==> src/rtl/pwm_fault_pkg.sv <==
package pwm_fault_pkg;
  localparam int unsigned N_IN_DEF = 4;
  localparam int unsigned FV_W_DEF = 4;
  localparam int unsigned SYNC_DEF = 2;
  localparam int unsigned PAIR_W   = 2;

  typedef enum logic [1:0] {
    FM_OFF  = 2'd0,
    FM_M1   = 2'd1,
    FM_M2   = 2'd2,
    FM_M3   = 2'd3
  } fault_mode_e;

  function automatic logic mode_active(input logic [1:0] m);
    return fault_mode_e'(m) != FM_OFF;
  endfunction
endpackage

==> src/rtl/fault_in_path.sv <==
module fault_in_path #(
  parameter int unsigned FV_W  = 4,
  parameter int unsigned SYNC  = 2
) (
  input  logic            clk_i,
  input  logic            rst_ni,
  input  logic            pin_i,
  input  logic            pol_i,
  input  logic            filt_en_i,
  input  logic [FV_W-1:0] filt_val_i,
  output logic            lvl_o,
  output logic            rise_o
);
  localparam int unsigned CNT_W = FV_W + 2;

  logic [SYNC-1:0]  sync_q;
  logic             act;
  logic             bypass;
  logic [CNT_W-1:0] lim;
  logic [CNT_W-1:0] cnt_q;
  logic             hold_q;
  logic             filt;
  logic             prev_q;

  always_ff @(posedge clk_i or negedge rst_ni) begin
    if (!rst_ni) sync_q <= '0;
    else         sync_q <= {sync_q[SYNC-2:0], pin_i};
  end

  assign act    = sync_q[SYNC-1] ^ pol_i;
  assign bypass = !filt_en_i || (filt_val_i == '0);
  assign lim    = {filt_val_i, 2'b00};

  // filtered level: tracks act in bypass so switching modes is glitch-free
  always_ff @(posedge clk_i or negedge rst_ni) begin
    if (!rst_ni) begin
      hold_q <= 1'b0;
      cnt_q  <= '0;
    end else if (bypass) begin
      hold_q <= act;
      cnt_q  <= '0;
    end else if (act == hold_q) begin
      cnt_q  <= '0;
    end else if (cnt_q == lim - CNT_W'(1)) begin
      hold_q <= act;
      cnt_q  <= '0;
    end else begin
      cnt_q  <= cnt_q + CNT_W'(1);
    end
  end

  assign filt = bypass ? act : hold_q;

  always_ff @(posedge clk_i or negedge rst_ni) begin
    if (!rst_ni) prev_q <= 1'b0;
    else         prev_q <= filt;
  end

  assign lvl_o  = filt;
  assign rise_o = filt & ~prev_q;


  filt_window_chk: assert property (@(posedge clk_i) disable iff (!rst_ni)
    ($past(rst_ni) && !$stable(hold_q) && $past(!bypass))
      |-> $past(cnt_q == lim - CNT_W'(1)));
endmodule

==> src/rtl/fault_flag_bank.sv <==
module fault_flag_bank #(
  parameter int unsigned N = 4
) (
  input  logic         clk_i,
  input  logic         rst_ni,
  input  logic [N-1:0] set_i,
  input  logic         rd_i,
  input  logic         wr_i,
  input  logic [N-1:0] wdata_i,
  output logic [N-1:0] flags_o,
  output logic         any_o
);
  logic [N-1:0] flags_q;
  logic [N-1:0] armed_q;
  logic [N-1:0] clr;

  assign clr = {N{wr_i}} & armed_q & ~wdata_i;

  always_ff @(posedge clk_i or negedge rst_ni) begin
    if (!rst_ni) begin
      flags_q <= '0;
      armed_q <= '0;
    end else begin
      flags_q <= set_i | (flags_q & ~clr);
      if (rd_i)      armed_q <= flags_q;
      else if (wr_i) armed_q <= '0;
    end
  end

  assign flags_o = flags_q;
  assign any_o   = |flags_q;

  for (genvar g = 0; g < N; g++) begin : g_chk

    flag_clear_chk: assert property (@(posedge clk_i) disable iff (!rst_ni)
      ($past(rst_ni) && $fell(flags_q[g]))
        |-> $past(wr_i && !wdata_i[g] && armed_q[g]));

    flag_set_chk: assert property (@(posedge clk_i) disable iff (!rst_ni)
      ($past(rst_ni) && $past(set_i[g])) |-> flags_q[g]);
  end
endmodule

==> src/rtl/pair_override.sv <==
module pair_override #(
  parameter int unsigned W = 2
) (
  input  logic         clk_i,
  input  logic         rst_ni,
  input  logic         event_i,
  input  logic         pair_en_i,
  input  logic         any_i,
  input  logic         lvl_i,
  input  logic [W-1:0] safe_i,
  input  logic [W-1:0] pwm_i,
  output logic [W-1:0] pwm_o
);
  logic hold_q;

  always_ff @(posedge clk_i or negedge rst_ni) begin
    if (!rst_ni)                      hold_q <= 1'b0;
    else if (event_i && pair_en_i)    hold_q <= 1'b1;
    else if (!any_i && !lvl_i)        hold_q <= 1'b0;
  end

  assign pwm_o = hold_q ? safe_i : pwm_i;


  force_set_chk: assert property (@(posedge clk_i) disable iff (!rst_ni)
    ($past(rst_ni) && $past(event_i && pair_en_i)) |-> hold_q);

  force_release_chk: assert property (@(posedge clk_i) disable iff (!rst_ni)
    ($past(rst_ni) && $fell(hold_q)) |-> $past(!any_i && !lvl_i));
endmodule

==> src/rtl/pwm_fault_guard.sv <==
module pwm_fault_guard
  import pwm_fault_pkg::*;
#(
  parameter int unsigned N_IN = N_IN_DEF,
  parameter int unsigned FV_W = FV_W_DEF,
  parameter int unsigned SYNC = SYNC_DEF
) (
  input  logic              clk_i,
  input  logic              rst_ni,
  input  logic [N_IN-1:0]   fault_pin_i,
  input  logic [1:0]        mode_i,
  input  logic [N_IN-1:0]   in_en_i,
  input  logic [N_IN-1:0]   pol_i,
  input  logic [N_IN-1:0]   filt_en_i,
  input  logic [FV_W-1:0]   filt_val_i,
  input  logic              pair_en_i,
  input  logic [PAIR_W-1:0] safe_lvl_i,
  input  logic [PAIR_W-1:0] pwm_i,
  output logic [PAIR_W-1:0] pwm_o,
  input  logic              irq_en_i,
  input  logic              flag_rd_i,
  input  logic              flag_wr_i,
  input  logic [N_IN-1:0]   flag_wdata_i,
  output logic [N_IN-1:0]   flags_o,
  output logic              fault_any_o,
  output logic              fault_lvl_o,
  output logic              irq_o
);
  logic [N_IN-1:0] lvl;
  logic [N_IN-1:0] rise;
  logic [N_IN-1:0] set;
  logic            mode_on;
  logic            lvl_q;
  logic            fault_evt;

  for (genvar g = 0; g < N_IN; g++) begin : g_in
    fault_in_path #(.FV_W(FV_W), .SYNC(SYNC)) u_path (
      .clk_i      (clk_i),
      .rst_ni     (rst_ni),
      .pin_i      (fault_pin_i[g]),
      .pol_i      (pol_i[g]),
      .filt_en_i  (filt_en_i[g]),
      .filt_val_i (filt_val_i),
      .lvl_o      (lvl[g]),
      .rise_o     (rise[g])
    );
  end

  assign mode_on     = mode_active(mode_i);
  assign set         = rise & in_en_i & {N_IN{mode_on}};
  assign fault_lvl_o = |(lvl & in_en_i);

  always_ff @(posedge clk_i or negedge rst_ni) begin
    if (!rst_ni) lvl_q <= 1'b0;
    else         lvl_q <= fault_lvl_o;
  end

  assign fault_evt = mode_on & fault_lvl_o & ~lvl_q;

  fault_flag_bank #(.N(N_IN)) u_flags (
    .clk_i   (clk_i),
    .rst_ni  (rst_ni),
    .set_i   (set),
    .rd_i    (flag_rd_i),
    .wr_i    (flag_wr_i),
    .wdata_i (flag_wdata_i),
    .flags_o (flags_o),
    .any_o   (fault_any_o)
  );

  pair_override #(.W(PAIR_W)) u_ovr (
    .clk_i     (clk_i),
    .rst_ni    (rst_ni),
    .event_i   (fault_evt),
    .pair_en_i (pair_en_i),
    .any_i     (fault_any_o),
    .lvl_i     (fault_lvl_o),
    .safe_i    (safe_lvl_i),
    .pwm_i     (pwm_i),
    .pwm_o     (pwm_o)
  );

  assign irq_o = fault_any_o & irq_en_i;


  flag_gate_chk: assert property (@(posedge clk_i) disable iff (!rst_ni)
    ($past(rst_ni) && $rose(fault_any_o)) |-> $past(mode_on && |in_en_i));
endmodule

==> config.mk <==
export PLATFORM = sky130hd
export DESIGN_NAME = pwm_fault_guard
export DESIGN_NICKNAME = d
export VERILOG_FILES = /design/src/rtl/pwm_fault_pkg.sv /design/src/rtl/fault_in_path.sv /design/src/rtl/fault_flag_bank.sv /design/src/rtl/pair_override.sv /design/src/rtl/pwm_fault_guard.sv
export SDC_FILE = /design/constraint.sdc
export NUM_CORES = 1
export LEC_CHECK = 0
export BUFFER_PORTS_ARGS = -buffer_cell sky130_fd_sc_hd__buf_2
export CORE_MARGIN = 3
export CORE_UTILIZATION = 55
export DETAILED_ROUTE_END_ITERATION = 7
export PLACE_DENSITY = 0.83
export SLEW_MARGIN = 20
export SYNTH_ARGS = -nofsm -noshare
export SYNTH_HDL_FRONTEND = slang
export SYNTH_SLANG_ARGS = --single-unit
==> constraint.sdc <==
create_clock -name clk_i -period 4.7 [get_ports clk_i]
set_input_delay 1.41 -clock clk_i [delete_from_list [all_inputs] [get_ports clk_i]]
set_output_delay 1.41 -clock clk_i [all_outputs]
set_load 0.03 [all_outputs]
# Word-level counts from Yosys, hierarchy flattened
# Cells that the tools add are included.
# op_classes
n_eq_ne	12
n_shift	0
reduce_logical	26
n_lt_le_gt_ge	0
bitwise_logic	25
n_addsub	5
div_mod_pow	0
n_mux	33
n_mul	0
# op_table
operator	count
$mux W6	12
$add A6 B1 Y6 const B	4
$and A4 B4 Y4	6
$eq A6 B6 Y1	4
$mux W1	18
$reduce_bool A2 Y1	7
$mux W4	2
$ne A2 B1 Y1 const B	4
$not A4 Y4	2
$reduce_and A2 Y1	4
$reduce_or A4 Y1	2
$and A1 B1 Y1	7
$logic_not A1 Y1	6
$sub A6 B1 Y6 const B	1
$not A1 Y1	5
$eq A1 B1 Y1	4
$logic_not A4 Y1	1
$logic_or A1 B1 Y1	4
$or A4 B4 Y4	1
$xor A1 B1 Y1	4
$logic_and A1 B1 Y1	2
$mux W2	1
# word_totals
mem_bits_ro	0
mem_bits_rw	0
wordCells	121
latchBits	0
mem_count	0
regBits	50
output_inout_bits	9
inputBits	36

# Logic depth before layout (Yosys ltp)
# Gate-level depths: netlist of run 1.
# logic_depth
depth_word	9
ltp_mapped	9
mapped_depth_nobuf	7

# By module
# Synthesis of run 1 repeated with hierarchy kept, for this count alone.
# hier_totals
hier_cells	238
hier_area_um2	2555.0
# modules_own_cells
mod	seq_area_each_um2	cells_per_inst	n_inst	area_each_um2
fault_in_path	250.2	47	4	520.5
fault_flag_bank	200.2	32	1	320.3
pwm_fault_guard	25.0	12	1	92.6
pair_override	25.0	6	1	60.1

# Worst setup path after synthesis of run 1
# Ideal clock, no wire load.
# synth_path
path_kind	in2out
from	in filt_val_i[0]
to	out fault_lvl_o
path_buffers	1
t_required_ns	3.290
t_arrival_ns	3.078
path_slack_ns	0.212
cell_stages	7
path_cell_list	buf_6 > inv_1 > ha_1 > or3b_1 > nand2_1 > mux2_2 > a2111o_1
# synth_via
elab_chain_len	5
word_cells_on_any_way	11
cone_classes	mux: 4; bitwise: 1; reduce/logical: 6
# synth_rtl
item	line	text
from (decl)	pwm_fault_guard.sv:15	input logic [FV_W-1:0] filt_val_i,
$logic_not A4 Y1	fault_in_path.sv:31	assign bypass = !filt_en_i || (filt_val_i == '0);
$logic_or A1 B1 Y1	fault_in_path.sv:31	
$mux W1	fault_in_path.sv:52	assign filt = bypass ? act : hold_q;
via g_in[0].u_path.lvl_o	fault_in_path.sv:11	output logic lvl_o,
$and A4 B4 Y4	pwm_fault_guard.sv:51	assign fault_lvl_o = |(lvl & in_en_i);
$reduce_or A4 Y1	pwm_fault_guard.sv:51	
to (decl)	pwm_fault_guard.sv:26	output logic fault_lvl_o,
# The timed path passes the listed nets, and every way through them passes these cells.

# Final worst setup path of run 1
# layout_path
from	in filt_val_i[1]
to	out fault_lvl_o
# Same word-level chain as after synthesis.

==> results.md, run 1 <==
- Final design utilization: 0.691
- Setup repair after global routing missed its margin: no
- Kind of launch point of the worst setup path: primary input
- Hold-fix buffers, CTS: 0
- Series of cell instances along the critical path: buf_2 > inv_1 > ha_1 > or3b_4 > nand2_1 > mux2_2 > a2111o_1 > buf_4
- Most frequent cells in the layout: sky130_fd_sc_hd__dfrtp_1 (50), sky130_fd_sc_hd__buf_2 (42), sky130_fd_sc_hd__nor2_1 (40)
- Routed wirelength normalized by instance count: 13.7 um
- Net count of the finished layout: 319
- Initial antenna violation count: 0
- Global placement routability congestion: 0.776
- HPWL after detailed placement: 3.30 mm
- Peak VDD IR: 275 uV
- Initial drt markers: 85
- Via count: 1,690
- Ratio of cells with drive above 1 in the final layout: 0.245
- Most common library cell in the layout ignoring fill and taps: sky130_fd_sc_hd__dfrtp_1
- Kind of critical path: primary input to output port
- Placeable core area: 4120 sq um
- Crit path max-delay family: simple AND/OR/NAND/NOR gates
- TritonCTS clock tree: done
- Post-route total power: 1.02 mW
- Most area-hungry cell type in the Yosys netlist: sky130_fd_sc_hd__dfrtp_1
- Global-route usage over all layers: 0.190
- Total clock sinks: 50
- Synthesis-stage register bit count: 50
- Clock latency on the worst-skew pair: 0.30 ns
- Result of the run: complete, no violations
- GRT Residual Overflow: 0
- Final Hold Viols: 0
- Clock transition at the registers of the reported paths: 0.09 ns
- Max-cap violation count: 0
- Total I/O pin count: 45
- Count of fill cells added during filler insertion: 322
- Maximum number of buffers from clock root to sink: 2
- Clock skew after layout: 0.00717 ns
- Highest clock rate: 216 MHz
- Worst Path Max Fanout: 3
- Post-synth design cell area: 2410 sq um
- Number of buffers created by CTS: 5
- Post-route DRC violation count: 0
- Final setup violating endpoints: 0
- Setup TNS Final: 0 ns
- Post-route antenna net violation count: 0
- P_leak: 1.32 nW
- Final Routed Wirelength: 4.50 mm
- Top-area cell type share of the netlist area: 0.518
- Slew headroom: 0.593
- Tightest Pin Transition: 0.611 ns
- Data arrival time of the critical path: 3.22 ns
- Number of rows created at floorplan: 23
- Synthesized netlist cell count: 225
- Die Width: 72.3 um
- First-pass GRT wire length: 7.62 mm
- Post-route design area: 2850 sq um
- Synth-to-layout area growth: 17.8%
- Effective utilization at floorplan: 0.587
- Cell variety after synth: 32
- Number of buffers added on ports: 44
- Synthesis Warnings: 0
- Mean number of vias per cell: 5.15
- Post-synthesis sequential area ratio: 0.518
- Synthesized Nets: 267
- Area of the die: 5220 sq um
- Shortest clock period the worst path allows after layout: 4.63 ns
- Endpoint kind of the worst setup timing path: output port
- H-tree level count: 2
- Cell with the largest stage delay on the worst path: sky130_fd_sc_hd__a2111o_1
- Number of iterations in the first detailed-routing pass: 4
- Share of the cycle needed by the critical path after routing: 0.986
- Largest net degree at the start of global routing: 51
- Area post-placement: 2700 sq um
- Leading post-synthesis cells by cell area: sky130_fd_sc_hd__dfrtp_1 (52%), sky130_fd_sc_hd__xnor2_1 (6.9%), sky130_fd_sc_hd__nor2_1 (6.2%), sky130_fd_sc_hd__xor2_1 (5.8%), sky130_fd_sc_hd__xnor3_1 (3.7%)
- Diodes inserted: 0
- Required time of the critical path: 3.29 ns
- Number of pins with negative max-slew slack in the final report: 0
- Power density relative to cell area: 359 nW/um^2
- Clock root buffer: sky130_fd_sc_hd__clkbuf_8
- Worst Path Buf+Inv: 3
- Worst min path class: flip-flop to flip-flop
- CP peak stage delay: 0.41 ns
- Die boundary height: 72.3 um
- Via count of the first global-routing pass: 1,706
- Post-route worst hold slack: 0.359 ns
- Mean post-synth cell area: 10.7 sq um
[synthesized netlist by cell type (all sizes together)]
master,instances
dfrtp,50
nor2,40
nand2,22
xnor2,19
xor2,16
nand3,10
inv,8
o21ai,8
ha,6
mux2,6
nand2b,5
nor3b,4
xnor3,4
a21oi,3
a41oi,3
buf,3
a22o,2
a31oi,2
nand4,2
a2111o,1
a311oi,1
and2,1
and3,1
nor3,1
o21bai,1
o31ai,1
o41ai,1
or2,1
or3b,1
or4,1
or4b,1
[registers in the layout, indices dropped and copies added, names as in the netlist]
name	count
u_ovr.hold_q	1
u_flags.armed_q	4
g_in.u_path.sync_q	8
u_flags.flags_o	4
g_in.u_path.prev_q	4
g_in.u_path.cnt_q	24
g_in.u_path.hold_q	4
lvl_q	1
[where the power goes]
group	internal (mW)	total [mW]	switching, mW
clock network	0.157	0.293	0.136
logic	0.0841	0.216	0.132
registers	0.479	0.511	0.0325
total	0.720	1.02	0.301
[worst paths after layout]
check	endpoint	from	cells after the start	slack [ns]
worst max-delay path	fault_lvl_o	filt_val_i[1]	8	0.07
worst min-delay path	g_in[2].u_path.sync_q[1]	g_in[2].u_path.sync_q[0]	0	0.36
worst max register to register	g_in[1].u_path.cnt_q[2]	g_in[1].u_path.cnt_q[5]	4	2.96
worst min register to register	g_in[2].u_path.sync_q[1]	g_in[2].u_path.sync_q[0]	0	0.36
max in group asynchronous	g_in[3].u_path.cnt_q[5]	rst_ni	1	3.17
min in group asynchronous	g_in[0].u_path.cnt_q[0]	rst_ni	1	1.11
[metal layers]
layer | GRT usage | vias up | part of all wire
li1 | - | 855 | -
met4 | 0.0793 | 0 | 0.019
met5 | 0 | - | 0
met1 | 0.248 | 792 | 0.44
met2 | 0.309 | 36 | 0.49
met3 | 0.0402 | 7 | 0.049
[repair_timing]
item,in CTS,in global routing
endpoints found under the setup margin,0,1
gates resized for setup,0,8
setup buffers,0,1
[through the flow]
stage	instances	setup WS [ns]
6_report	328	0.0661
3_3_place_gp	319	0.0578
2_1_floorplan	225	0.212
4_1_cts	327	0.0369
5_1_grt	328	0.00384
3_5_place_dp	319	0.0428
[logic make-up (layout without fill, tap and decap cells)]
family | after synthesis | in the layout | share of synthesized area
buf+inv | 11 | 64 | 0.0212
xor+xnor | 39 | 39 | 0.164
flops | 50 | 50 | 0.518
fa+ha+maj | 6 | 6 | 0.0311
compound gates | 23 | 23 | 0.0643
mux | 6 | 6 | 0.0280
simple gates | 90 | 90 | 0.173
[cell type report]
cell class              count  area, sq um  share of cell area
clock buffers               5         68.8              0.0242
inverters                   8         30.0              0.0106
clock inverters             3         40.0              0.0141
multi-input cells         164         1130               0.398
repair buffers             48          259              0.0910
well taps                  50         62.6              0.0220
flip-flops and latches     50         1250               0.440
No activity file was read; power rests on OpenSTA's default activity.
==> inputs of run 2 (changes only) <==
- CORE_UTILIZATION: 55 -> 49
- PLACE_DENSITY: 0.83 -> 0.79
- clock period: 4.7 -> 4 ns (I/O delays scaled with it)
==> run 2 against run 1 <==
Against the previous run: the run now ends with negative setup slack left; sequential share of layout area down 2.3 points; largest cell class unchanged; hold slack worse by 0.0070 ns; total power up 20%.
==> results.md, run 2 (synthesis results as in run 1) <==
- Global-route usage over all layers: 0.179 (was 0.190)
- Via count: 1,784 (was 1,690)
- Post-route antenna net violation count: 0 (unchanged)
- Post-route total power: 1.22 mW (was 1.02 mW)
- Relative contribution of sequential cells to total power: 0.492 (was 0.501)
- Setup repair after global routing missed its margin: yes (was no)
- Setup slack after placement: -0.123 ns (was 0.0428 ns)
- Via count of the first global-routing pass: 1,839 (was 1,706)
- P_leak: 1.39 nW (was 1.32 nW)
- Most frequent cells in the layout: sky130_fd_sc_hd__dfrtp_1 (50), sky130_fd_sc_hd__buf_2 (41), sky130_fd_sc_hd__nor2_1 (40) (was sky130_fd_sc_hd__dfrtp_1 (50), sky130_fd_sc_hd__buf_2 (42), sky130_fd_sc_hd__nor2_1 (40))
- Largest register FFs: 24 (unchanged)
- Clock transition at the registers of the reported paths: 0.08 ns (was 0.09 ns)
- Tightest Pin Transition: 0.537 ns (was 0.611 ns)
- CP peak stage delay: 0.40 ns (was 0.41 ns)
- Total clock sinks: 50 (unchanged)
- Required time of the critical path: 2.80 ns (was 3.29 ns)
- Die boundary height: 76.2 um (was 72.3 um)
- Maximum number of buffers from clock root to sink: 2 (unchanged)
- Endpoint kind of the worst setup timing path: output port (unchanged)
- Worst min path class: flip-flop to flip-flop (unchanged)
- Series of cell instances along the critical path: buf_8 > inv_4 > ha_4 > or3b_4 > nand2_2 > mux2_4 > a2111o_1 > buf_6 (was buf_2 > inv_1 > ha_1 > or3b_4 > nand2_1 > mux2_2 > a2111o_1 > buf_4)
- Worst Hold Launch: g_in[0].u_path.sync_q[0] (was g_in[2].u_path.sync_q[0])
- Sequential cell area: 1250 sq um (unchanged)
- Number of iterations in the first detailed-routing pass: 4 (unchanged)
- Worst Path Max Fanout: 2 (was 3)
- Peak VDD IR: 218 uV (was 275 uV)
- Worst Reg2Reg Path Length in Cells: 6 (was 4)
- Final setup violating endpoints: 1 (was 0)
- HPWL after detailed placement: 3.51 mm (was 3.30 mm)
- Clock root buffer: sky130_fd_sc_hd__clkbuf_8 (unchanged)
- H-tree level count: 2 (unchanged)
- Worst reg2reg endpoint: u_ovr.hold_q (was g_in[1].u_path.cnt_q[2])
- First-pass GRT wire length: 8.44 mm (was 7.62 mm)
- Global placement routability congestion: 0.771 (was 0.776)
- Total I/O pin count: 45 (unchanged)
- Placed Cells incl. Taps: 344 (was 319)
- Area of the die: 5810 sq um (was 5220 sq um)
- Hold-fix buffers, CTS: 0 (unchanged)
- Number of buffers added on ports: 44 (unchanged)
- Initial drt markers: 64 (was 85)
- TritonCTS clock tree: done (unchanged)
- Proportion of total power due to net switching: 0.284 (was 0.295)
- Combinational power share: 0.222 (was 0.211)
- Effective utilization at floorplan: 0.529 (was 0.587)
- Largest net degree at the start of global routing: 27 (was 51)
- Clock latency on the worst-skew pair: 0.30 ns (about the same)
- Worst Path Buf+Inv: 3 (unchanged)
- Setup TNS Final: -0.0303 ns (was 0 ns)
- Kind of critical path: primary input to output port (unchanged)
- Most common library cell in the layout ignoring fill and taps: sky130_fd_sc_hd__dfrtp_1 (unchanged)
- Shortest clock period the worst path allows after layout: 4.03 ns
- Diodes inserted: 0 (unchanged)
- Area post-placement: 2800 sq um (was 2700 sq um)
- Routed wirelength normalized by instance count: 13.4 um (was 13.7 um)
- Worst-case setup margin in the final layout: -0.0303 ns (was 0.0661 ns)
- Violated checks: negative setup slack
- Net count of the finished layout: 332 (was 319)
- Kind of launch point of the worst setup path: primary input (unchanged)
- Sw power: 0.347 mW (was 0.301 mW)
- Largest registers: g_in.u_path.cnt_q (24), g_in.u_path.sync_q (8) (unchanged)
- GRT Residual Overflow: 0 (unchanged)
- Highest clock rate: 248 MHz
- Multi-input logic area: 1140 sq um (was 1130 sq um)
- Initial antenna violation count: 0 (unchanged)
- Share of total power in the clock network: 0.286 (was 0.287)
- Capture endpoint of the worst hold path: g_in[0].u_path.sync_q[1] (was g_in[2].u_path.sync_q[1])
- Power density relative to cell area: 408 nW/um^2 (was 359 nW/um^2)
- Number of buffers created by CTS: 5 (unchanged)
- Post-route DRC violation count: 0 (unchanged)
- Clock skew after layout: 0.00362 ns (was 0.00717 ns)
- Final Hold Viols: 0 (unchanged)
- Synth-to-layout area growth: 24.2% (was 17.8%)
- Internal portion of total power: 0.875 mW (was 0.720 mW)
- Cell with the largest stage delay on the worst path: sky130_fd_sc_hd__a2111o_1 (unchanged)
- Final design utilization: 0.657 (was 0.691)
- Die Width: 76.2 um (was 72.3 um)
- Count of fill cells added during filler insertion: 371 (was 322)
- Largest register by flop count: g_in.u_path.cnt_q (unchanged)
- Data arrival time of the critical path: 2.83 ns (was 3.22 ns)
- Number of pins with negative max-slew slack in the final report: 0 (unchanged)
- Result of the run: finished, violations left (was complete, no violations)
- Mean number of vias per cell: 5.03 (was 5.15)
- Slew headroom: 0.642 (was 0.593)
- Final Routed Wirelength: 4.77 mm (was 4.50 mm)
- Hold depth: 0 (unchanged)
- Post-route design area: 3000 sq um (was 2850 sq um)
- Non-filler cells in the finished layout: 355 (was 328)
- Number of rows created at floorplan: 24 (was 23)
- Share of the cycle needed by the critical path after routing: 1.01
- Reg2Reg Launch Point: g_in[1].u_path.hold_q (was g_in[1].u_path.cnt_q[5])
- Ratio of cells with drive above 1 in the final layout: 0.290 (was 0.245)
- Placeable core area: 4560 sq um (was 4120 sq um)
- Crit path max-delay family: simple AND/OR/NAND/NOR gates (unchanged)
- Flop2flop setup slack: 2.21 ns (was 2.96 ns)
- Post-route worst hold slack: 0.352 ns (was 0.359 ns)
- Max-cap violation count: 0 (unchanged)
-- run 2: changes by cell type in the layout (fill, tap and decap cells not counted), sizes merged --
cell / before / now
buf: 48 / 61
clkbuf: 5 / 6
clkinv: 2 / 0
-- run 2: how the worst max path moves through the flow --
stage | slack, ns | cells after the start | start | to
after floorplan | 0.001 | 8 | filt_val_i[0] | fault_lvl_o
after global placement | -0.09 | 9 | filt_val_i[1] | fault_lvl_o
after detailed placement | -0.12 | 9 | filt_val_i[1] | fault_lvl_o
after CTS | 0.001 | 8 | filt_val_i[1] | fault_lvl_o
after global routing | -0.07 | 8 | filt_val_i[1] | fault_lvl_o
final | -0.03 | 8 | filt_val_i[1] | fault_lvl_o
-- run 2: layer usage --
layer	track usage	vias up	routed length [um]
met5	0	-	0
met4	0.0489	0	60
met3	0.0402	6	243
met2	0.300	52	2280
met1	0.233	843	2190
li1	-	883	-
-- run 2: area by class of cell --
type                    instances  area share
clock buffers                   6      0.0275
repair buffers                 61       0.125
clock inverters                 1      0.0100
flip-flops and latches         50       0.417
well taps                      65      0.0271
multi-input cells             164       0.382
inverters                       8      0.0117
-- run 2: what timing repair did --
item | 4_1_cts | 5_1_grt
pin swaps | 4 | 0
setup buffers | 4 | 0
setup endpoints to repair | 1 | 1
gates resized for setup | 17 | 0
cloned | 0 | 0
-- run 2: worst reg2reg max path: stages, from the launching register on --
cell and delay, ns:
sky130_fd_sc_hd__dfrtp_1 0.41, sky130_fd_sc_hd__nand2b_1 0.18, sky130_fd_sc_hd__o21ai_0 0.27, sky130_fd_sc_hd__nor2_1 0.07
sky130_fd_sc_hd__a2111o_1 0.43, sky130_fd_sc_hd__buf_4 0.16, sky130_fd_sc_hd__a22o_1 0.17
-- run 2: power groups by stage --
stage          clock network, mW  logic (mW)  registers [mW]
2_1_floorplan                  0       0.132           0.639
3_3_place_gp                   0       0.257           0.608
3_5_place_dp                   0       0.261           0.611
4_1_cts                    0.359       0.273           0.601
5_1_grt                    0.381       0.302           0.611
6_report                   0.350       0.272           0.601
==> inputs of run 3 (changes only) <==
- CORE_UTILIZATION: 49 -> 55
- PLACE_DENSITY: 0.79 -> 0.83
- clock period: 4 -> 4.4 ns (I/O delays scaled with it)
==> run 3 against run 2 <==
Against the previous run: the run now ends clean; design area decreased by 1.2%; register-to-register slack improved by 0.40 ns; non-clock buffer count decreased by 5; clock power increased by 12%; clock skew decreased by 0.00075 ns; critical path depth increased by 1; sequential power decreased by 9.3%; critical path type unchanged; largest cell class unchanged.
==> results.md, run 3 (synthesis results as in run 1) <==
- Die Width: 72.3 um (was 76.2 um)
- Kind of critical path: primary input to output port (unchanged)
- Total clock sinks: 50 (unchanged)
- Required time of the critical path: 3.08 ns (was 2.80 ns)
- Largest register by flop count: g_in.u_path.cnt_q (unchanged)
- Worst Path Max Fanout: 8 (was 2)
- HPWL after detailed placement: 3.46 mm (was 3.51 mm)
- Number of pins with negative max-slew slack in the final report: 0 (unchanged)
- Initial antenna violation count: 0 (unchanged)
- Most frequent cells in the layout: sky130_fd_sc_hd__dfrtp_1 (50), sky130_fd_sc_hd__buf_2 (42), sky130_fd_sc_hd__nor2_1 (40) (was sky130_fd_sc_hd__dfrtp_1 (50), sky130_fd_sc_hd__buf_2 (41), sky130_fd_sc_hd__nor2_1 (40))
- Worst Path Buf+Inv: 4 (was 3)
- CP peak stage delay: 0.44 ns (was 0.40 ns)
- Post-route antenna net violation count: 0 (unchanged)
- Sequential cell area: 1250 sq um (unchanged)
- Most common library cell in the layout ignoring fill and taps: sky130_fd_sc_hd__dfrtp_1 (unchanged)
- Result of the run: complete, no violations (was finished, violations left)
- Largest registers: g_in.u_path.cnt_q (24), g_in.u_path.sync_q (8) (unchanged)
- H-tree level count: 2 (unchanged)
- Slew headroom: 0.595 (was 0.642)
- Cell with the largest stage delay on the worst path: sky130_fd_sc_hd__a2111o_1 (unchanged)
- Highest clock rate: 230 MHz
- Multi-input logic area: 1150 sq um (was 1140 sq um)
- Mean number of vias per cell: 5.21 (was 5.03)
- Final Routed Wirelength: 4.81 mm (was 4.77 mm)
- Number of buffers created by CTS: 5 (unchanged)
- Number of buffers added on ports: 44 (unchanged)
- Global-route usage over all layers: 0.200 (was 0.179)
- Total I/O pin count: 45 (unchanged)
- Via count of the first global-routing pass: 1,744 (was 1,839)
- Peak VDD IR: 293 uV (was 218 uV)
- Hold-fix buffers, CTS: 0 (unchanged)
- Maximum number of buffers from clock root to sink: 2 (unchanged)
- Die boundary height: 72.3 um (was 76.2 um)
- Effective utilization at floorplan: 0.587 (was 0.529)
- Share of the cycle needed by the critical path after routing: 0.989
- Kind of launch point of the worst setup path: primary input (unchanged)
- Synth-to-layout area growth: 22.7% (was 24.2%)
- Clock root buffer: sky130_fd_sc_hd__clkbuf_8 (unchanged)
- P_leak: 1.37 nW (was 1.39 nW)
- Max-cap violation count: 0 (unchanged)
- Ratio of cells with drive above 1 in the final layout: 0.280 (was 0.290)
- GRT Residual Overflow: 0 (unchanged)
- Shortest clock period the worst path allows after layout: 4.35 ns
- Global placement routability congestion: 0.802 (was 0.771)
- Largest register FFs: 24 (unchanged)
- Clock skew after layout: 0.00287 ns (was 0.00362 ns)
- Clock transition at the registers of the reported paths: 0.08 ns (about the same)
- Series of cell instances along the critical path: buf_2 > inv_2 > ha_2 > or3b_4 > buf_8 > a21oi_4 > nor2_1 > a2111o_1 > buf_6 (was buf_8 > inv_4 > ha_4 > or3b_4 > nand2_2 > mux2_4 > a2111o_1 > buf_6)
- Placeable core area: 4120 sq um (was 4560 sq um)
- Largest net degree at the start of global routing: 51 (was 27)
- Tightest Pin Transition: 0.607 ns (was 0.537 ns)
- Number of rows created at floorplan: 23 (was 24)
- First-pass GRT wire length: 7.93 mm (was 8.44 mm)
- Initial drt markers: 129 (was 64)
- Post-route total power: 1.18 mW (was 1.22 mW)
- Area of the die: 5220 sq um (was 5810 sq um)
- Net count of the finished layout: 327 (was 332)
- Worst min path class: flip-flop to flip-flop (unchanged)
- Final setup violating endpoints: 0 (was 1)
- Post-route DRC violation count: 0 (unchanged)
- Diodes inserted: 0 (unchanged)
- Via count: 1,752 (was 1,784)
- Clock latency on the worst-skew pair: 0.30 ns (about the same)
- Power density relative to cell area: 398 nW/um^2 (was 408 nW/um^2)
- Number of iterations in the first detailed-routing pass: 4 (unchanged)
- Crit path max-delay family: compound AO/OA/AOI/OAI gates (was simple AND/OR/NAND/NOR gates)
- Data arrival time of the critical path: 3.03 ns (was 2.83 ns)
- Final Hold Viols: 0 (unchanged)
- Count of fill cells added during filler insertion: 291 (was 371)
- Endpoint kind of the worst setup timing path: output port (unchanged)
- TritonCTS clock tree: done (unchanged)
- Post-route worst hold slack: 0.357 ns (was 0.352 ns)
- Routed wirelength normalized by instance count: 14.3 um (was 13.4 um)
## run 3: cell types whose count changed in the layout (fill, tap and decap cells not counted), sizes merged
cell	before	now
bufinv	1	2
buf	61	56
## run 3: final cells by class
cell class	count	share of cell area
clock buffer	6	0.0279
clock inverter	2	0.0203
inverter	8	0.0101
multi-input combinational	164	0.388
sequential	50	0.422
tap	50	0.0211
timing repair buffer	56	0.110
## run 3: what timing repair did
item                                    in CTS  in global routing
setup buffers                                0                  2
resized for setup                            9                  6
hold endpoints to repair                     0                  0
endpoints found under the setup margin       1                  1
pin swaps                                    1                  3
## run 3: layer usage
metal  GRT usage  part of all wire  vias to the layer above
met4      0.0626             0.013                        0
li1            -                 -                      868
met5           0                 0                        -
met2       0.340              0.51                       35
met1       0.254              0.43                      843
met3      0.0457             0.046                        6
## run 3: stage by stage
step           instances  cell area, sq um  setup TNS [ns]  setup slack (ns)   util
5_1_grt              336              2960        -0.00670          -0.00670  0.720
6_report             336              2960               0            0.0476  0.720
3_3_place_gp         326              2750         -0.0107           -0.0107  0.669
2_1_floorplan        225              2410               0            0.0923      -
3_5_place_dp         326              2750         -0.0625           -0.0625  0.669
4_1_cts              334              2920               0            0.0157  0.709
## run 3: report_power, final
part           internal (mW)  switching (mW)  total (mW)
combinational         0.0988           0.143       0.242
sequential             0.511          0.0335       0.545
clock                  0.242           0.149       0.391
## run 3: final timing paths
kind	startpoint	to	slack [ns]	depth (start not counted)
hold reg to reg	g_in[1].u_path.sync_q[0]	g_in[1].u_path.sync_q[1]	0.36	0
hold / removal	g_in[1].u_path.sync_q[0]	g_in[1].u_path.sync_q[1]	0.36	0
setup reg to reg	g_in[1].u_path.hold_q	u_ovr.hold_q	2.61	6
max in group asynchronous	rst_ni	g_in[2].u_path.sync_q[1]	2.97	1
setup / recovery	filt_val_i[0]	fault_lvl_o	0.05	9
min in group asynchronous	rst_ni	g_in[0].u_path.cnt_q[1]	1.02	1
## run 3: worst register-to-register path, stage by stage, from the launching register on
cell                       delay, ns
sky130_fd_sc_hd__dfrtp_1        0.41
sky130_fd_sc_hd__nand2b_1       0.16
sky130_fd_sc_hd__o21ai_0        0.26
sky130_fd_sc_hd__nor2_1         0.09
sky130_fd_sc_hd__a2111o_1       0.44
sky130_fd_sc_hd__buf_4          0.16
sky130_fd_sc_hd__a22o_1         0.17
